===== config.mk =====
export PLATFORM = sky130hd
export DESIGN_NAME = lsea_gen
export DESIGN_NICKNAME = d
export VERILOG_FILES = /design/src/rtl/lsea_gen.sv
export SDC_FILE = /design/constraint.sdc
export NUM_CORES = 1
export LEC_CHECK = 0
export BUFFER_PORTS_ARGS = -buffer_cell sky130_fd_sc_hd__buf_2
export CORE_MARGIN = 2
export CORE_UTILIZATION = 60
export DETAILED_ROUTE_END_ITERATION = 8
export GPL_TIMING_DRIVEN = 1
export PLACE_DENSITY = 0.86
export SKIP_CTS_REPAIR_TIMING = 1
export SYNTH_ARGS = -nofsm -noshare
export SYNTH_HDL_FRONTEND = slang
export SYNTH_SLANG_ARGS = --single-unit

===== constraint.sdc =====
create_clock -name clk -period 7.7 [get_ports clk]
set_clock_uncertainty 0.15 [all_clocks]
set_input_delay 0.77 -clock clk [delete_from_list [all_inputs] [get_ports clk]]
set_output_delay 0.77 -clock clk [all_outputs]
set_load 0.1 [all_outputs]

===== src/rtl/lsea_gen.sv =====
module lsea_gen #(
  parameter int AW      = 32,
  parameter int SHORT_W = 5,
  parameter int LONG_W  = 15
) (
  input  logic          clk,
  input  logic          rst_n,
  input  logic          req_valid,
  input  logic [1:0]    form,
  input  logic [2:0]    variant,
  input  logic [1:0]    size,
  input  logic [5:0]    base_id,
  input  logic [AW-1:0] base_val,
  input  logic [AW-1:0] offset_val,
  output logic          out_valid,
  output logic [AW-1:0] ea_addr,
  output logic          wb_en,
  output logic [AW-1:0] wb_val,
  output logic          illegal
);

  logic [AW-1:0] raw_off, scaled, moved, addr_n;
  logic is_pre, is_post, is_mod, gp_base, bad;

  assign is_pre  = (variant == 3'd2) || (variant == 3'd3);
  assign is_post = (variant == 3'd4) || (variant == 3'd5);
  assign is_mod  = is_pre || is_post;
  assign gp_base = base_id[5] && (base_id[4:1] == 4'b0111);

  always_comb begin
    case (form)
      2'd0:    raw_off = is_mod ? AW'(1) : '0;
      2'd1:    raw_off = {{(AW-SHORT_W){1'b0}}, offset_val[SHORT_W-1:0]};
      2'd2:    raw_off = {{(AW-LONG_W){1'b0}}, offset_val[LONG_W-1:0]};
      default: raw_off = offset_val;
    endcase
  end

  assign scaled = raw_off << size;
  assign moved  = variant[0] ? base_val - scaled : base_val + scaled;
  assign bad    = (variant > 3'd5) ||
                  ((form == 2'd2) && (!gp_base || variant != 3'd0));
  assign addr_n = (bad || is_post) ? base_val : moved;

  always_ff @(posedge clk) begin
    if (!rst_n) begin
      out_valid <= 1'b0;
      ea_addr   <= '0;
      wb_en     <= 1'b0;
      wb_val    <= '0;
      illegal   <= 1'b0;
    end else begin
      out_valid <= req_valid;
      wb_en     <= req_valid && !bad && is_mod;
      illegal   <= req_valid && bad;
      if (req_valid) begin
        ea_addr <= addr_n;
        wb_val  <= moved;
      end
    end
  end

  p_idle_quiet_r2: assert property (@(posedge clk) disable iff (!rst_n)
    !out_valid |-> (!wb_en && !illegal));

  p_nomod_no_wb_r3: assert property (@(posedge clk) disable iff (!rst_n)
    (out_valid && $past(variant) < 3'd2) |-> !wb_en);

  p_post_addr_base_r4: assert property (@(posedge clk) disable iff (!rst_n)
    (out_valid && !illegal && ($past(variant) == 3'd4 || $past(variant) == 3'd5))
      |-> (ea_addr == $past(base_val) && wb_en));

  p_pre_addr_match_r5: assert property (@(posedge clk) disable iff (!rst_n)
    (out_valid && !illegal && ($past(variant) == 3'd2 || $past(variant) == 3'd3))
      |-> (wb_en && ea_addr == wb_val));

  p_illegal_no_wb_r8: assert property (@(posedge clk) disable iff (!rst_n)
    illegal |-> (!wb_en && ea_addr == $past(base_val)));

  p_bad_variant_r9: assert property (@(posedge clk) disable iff (!rst_n)
    ($past(req_valid) && $past(variant) > 3'd5) |-> illegal);

endmodule


==> flow_metrics.py <==
metrics = {
    "die": {
        "die_y_um": 105.5,
        "rows": 37,
        "core_area_um2": 10180,
        "initial_utilization_pct": 60.71,
        "dieArea_um2": 11130,
        "die_width_um": 105.5,
        "io_pins": 147,
    },
    "clock_network": {
        "clk_latency_ps": 350,
        "clkSlewWorstSetupHoldPaths_ps": 80,
        "cts_tree": "done",
        "root_buffer": "clkbuf_8",
        "cts_buffers": 9,
        "cts_buffer_depth": 2,
        "cts.sinks": 67,
        "h-tree-depth": 3,
    },
    "yosys": {
        "yosys.area.top_type": "dfxtp_1",
        "synth_edf_count": 0,
        "synth.avg_cell_area_um2": 7.615,
        "synth_seq_area_share_pct": 21.69,
        "synth.cell_area_um2": 6183,
        "synthTopCellsByArea": "dfxtp_1 (22%), ha_1 (6.5%), a21oi_1 (6.4%)",
        "syn_inst": 812,
        "yosysTopAreaCellShare_pct": 21.69,
        "synth_flop_cell": "dfxtp_1",
        "ys_types": 88,
        "synth_seq_cells": 67,
        "async_reset_ff_share_pct": 0,
        "synthesis.nets": 925,
        "yosysWarnings": 0,
    },
    "finish": {
        "area_growth_pct": 14.87,
        "final_cell_area_um2": 7103,
        "final_nets": 1034,
        "stdcell_count": 1062,
        "drive_gt1_share_pct": 22.70,
        "utilization_pct": 69.74,
        "fillerInstances": 890,
    },
    "run": {
        "cap_violations": 0,
    },
    "routing": {
        "drt_iter0_markers": 440,
        "drc": 0,
        "vias": 6480,
        "drt_pre_antenna_iters": 5,
        "antenna_left": 0,
        "wl_per_cell_um": 15.88,
        "vias_per_cell": 6.102,
        "routed_wl_um": 16870,
    },
    "critical_path": {
        "worstPathMaxFanout": 58,
        "cp_data_arrival_time_ps": 6140,
        "startpoint_type": "primary input",
        "reg2reg_setup_slack_ps": 6690,
        "r2r-start": "ea_addr[23]",
        "cp.required_ps": 7830,
        "crit_path_end_kind": "flop",
        "worstSetupPathType": "primary input to flop",
        "rr_endpoint": "ea_addr[23]",
        "rr_worst_depth": 4,
    },
    "worst_hold_path": {
        "hp-class": "flop to flop",
        "whs_path_depth": 2,
        "worstHoldEndpoint": "wb_val[24]",
        "hold_path_startpoint": "wb_val[24]",
    },
    "power": {
        "irDropWorstVdd_mv": 0.1258,
        "p_leak_nw": 3.204,
        "powerDensity_nw_per_um2": 231.7,
    },
    "placed_design": {
        "dp_cells": 1046,
        "pre_cts_slack_ps": 1432,
        "place_congestion": 0.9292,
        "io_buffers": 145,
        "dp_hpwl_um": 12570,
        "dpl_cell_area_um2": 6862,
    },
    "global_routing": {
        "grt_antenna_before_repair": 1,
        "grt_max_degree": 80,
        "grt_use_total_pct": 29.79,
        "first_global_vias": 5683,
        "grt_pass1_wl_um": 27300,
        "grt-ovfl-total": 0,
    },
    "outcome": {
        "outcome": "completed",
    },
    "sta": {
        "setup_viol": 0,
        "worst_slew_pin_slew_ps": 1011,
        "fin_crit_sh_pct": 78.06,
        "layout_setup_ws_ps": 1690,
        "rsz0062_at_grt": "no",
        "setup-tns-final_ps": 0,
        "period_minus_slack_ps": 6010,
        "maxSlewHeadroom_pct": 32.57,
        "fmax_mhz": 166.4,
        "hold_viol_final": 0,
        "drv_slew": 0,
    },
}
==> cells by family after synthesis <==
logic type | share of synthesized area [%]
mux | 7.305
compound gates | 30.15
buf+inv | 5.564
xor+xnor | 7.042
fa+ha+maj | 6.799
flops | 21.69
simple gates | 21.45
==> worst max-delay path: stages <==
cell and delay, ps:
buf_2 750, mux4_2 640, a221o_1 320, o31ai_4 270, nand4_2 190, nor4_2 400, a31oi_1 170, xor2_1 250
ha_1 350, a21o_1 230, a21o_1 230, a21o_1 220, o31ai_1 310, a211oi_1 140, a31oi_1 240, xnor3_2 410
a211oi_2 220
==> registers in the layout, summed over array words and instances (netlist names) <==
register / flops
out_valid: 1
illegal: 1
ea_addr: 32
wb_val: 32
wb_en: 1
==> how the worst max path moves through the flow <==
stage	from	to	slack, ps	cells after the start
3_3_place_gp	size[0]	wb_val[31]	1590	17
2_1_floorplan	size[1]	wb_val[31]	2610	20
3_5_place_dp	size[0]	wb_val[31]	1430	17
4_1_cts	size[0]	wb_val[31]	1790	17
6_report	size[0]	wb_val[31]	1690	17
5_1_grt	size[0]	wb_val[31]	1370	17
==> where the power goes <==
group	internal, mW	total (mW)	switching [mW]	leakage [nW]
registers	0.389	0.410	0.0211	0.555
clock network	0.215	0.367	0.153	0.115
logic	0.237	0.868	0.630	2.53
total	0.841	1.65	0.804	3.20
==> Yosys cell counts, types with 6 or more instances <==
cell and n:
a21oi_1 79, nand2_1 78, nor2_1 74, dfxtp_1 67, o21ai_0 44, nand3_1 39, ha_1 32, xor2_1 28
clkbuf_1 27, mux2i_1 23, a211oi_1 21, inv_1 21, xnor2_1 19, a21o_1 17, a31oi_1 15, nor2b_1 13
mux2_2 12, nor3_1 12, a22oi_1 11, a311oi_1 11, buf_2 11, o211ai_1 9, buf_1 8, or2_2 8
a211o_1 7, o21a_1 7, or3_1 7, and3_1 6, nand2b_1 6
==> cell type report <==
cell class              count  area (µm²)  area share (%)
multi-input cells         670        4501           63.36
flip-flops and latches     67        1341           18.88
repair buffers            150       763.2           10.75
well taps                 136       170.2           2.396
clock buffers               9       123.9           1.744
clock inverters             6       115.1           1.621
inverters                  23       86.33           1.215
diodes                      1       2.502         0.03523
==> layer usage <==
metal | wire length, µm | vias to the layer above | share of wire, % | track usage (%)
li1 | - | 3223 | - | -
met1 | 7838 | 2916 | 46 | 43.21
met2 | 7167 | 313 | 42 | 45.07
met3 | 1531 | 28 | 9.1 | 4.700
met4 | 329 | 0 | 2.0 | 9.680
met5 | 0 | - | 0 | 0
==> stage by stage <==
stage                     power (mW)  hold WS, ps
after floorplan                1.119        759.3
after global placement         1.260        301.3
after detailed placement       1.272        311.2
after CTS                      1.636        321.6
after global routing           1.723        337.9
final                          1.646        321.5
==> cells in the final DEF (no fill, tap or decap), types with 8 or more instances in the layout <==
cell type / instances
a211oi_1: 21
a21o_1: 17
a21oi_1: 79
a22oi_1: 11
a311oi_1: 11
a31oi_1: 15
buf_2: 145
clkbuf_8: 9
dfxtp_1: 67
ha_1: 32
inv_1: 21
mux2_2: 12
mux2i_1: 23
nand2_1: 78
nand3_1: 39
nor2_1: 74
nor2b_1: 12
nor3_1: 12
o211ai_1: 9
o21ai_0: 44
or2_2: 8
xnor2_1: 19
xor2_1: 28
Note: power is estimated with default switching activity, not from simulation.
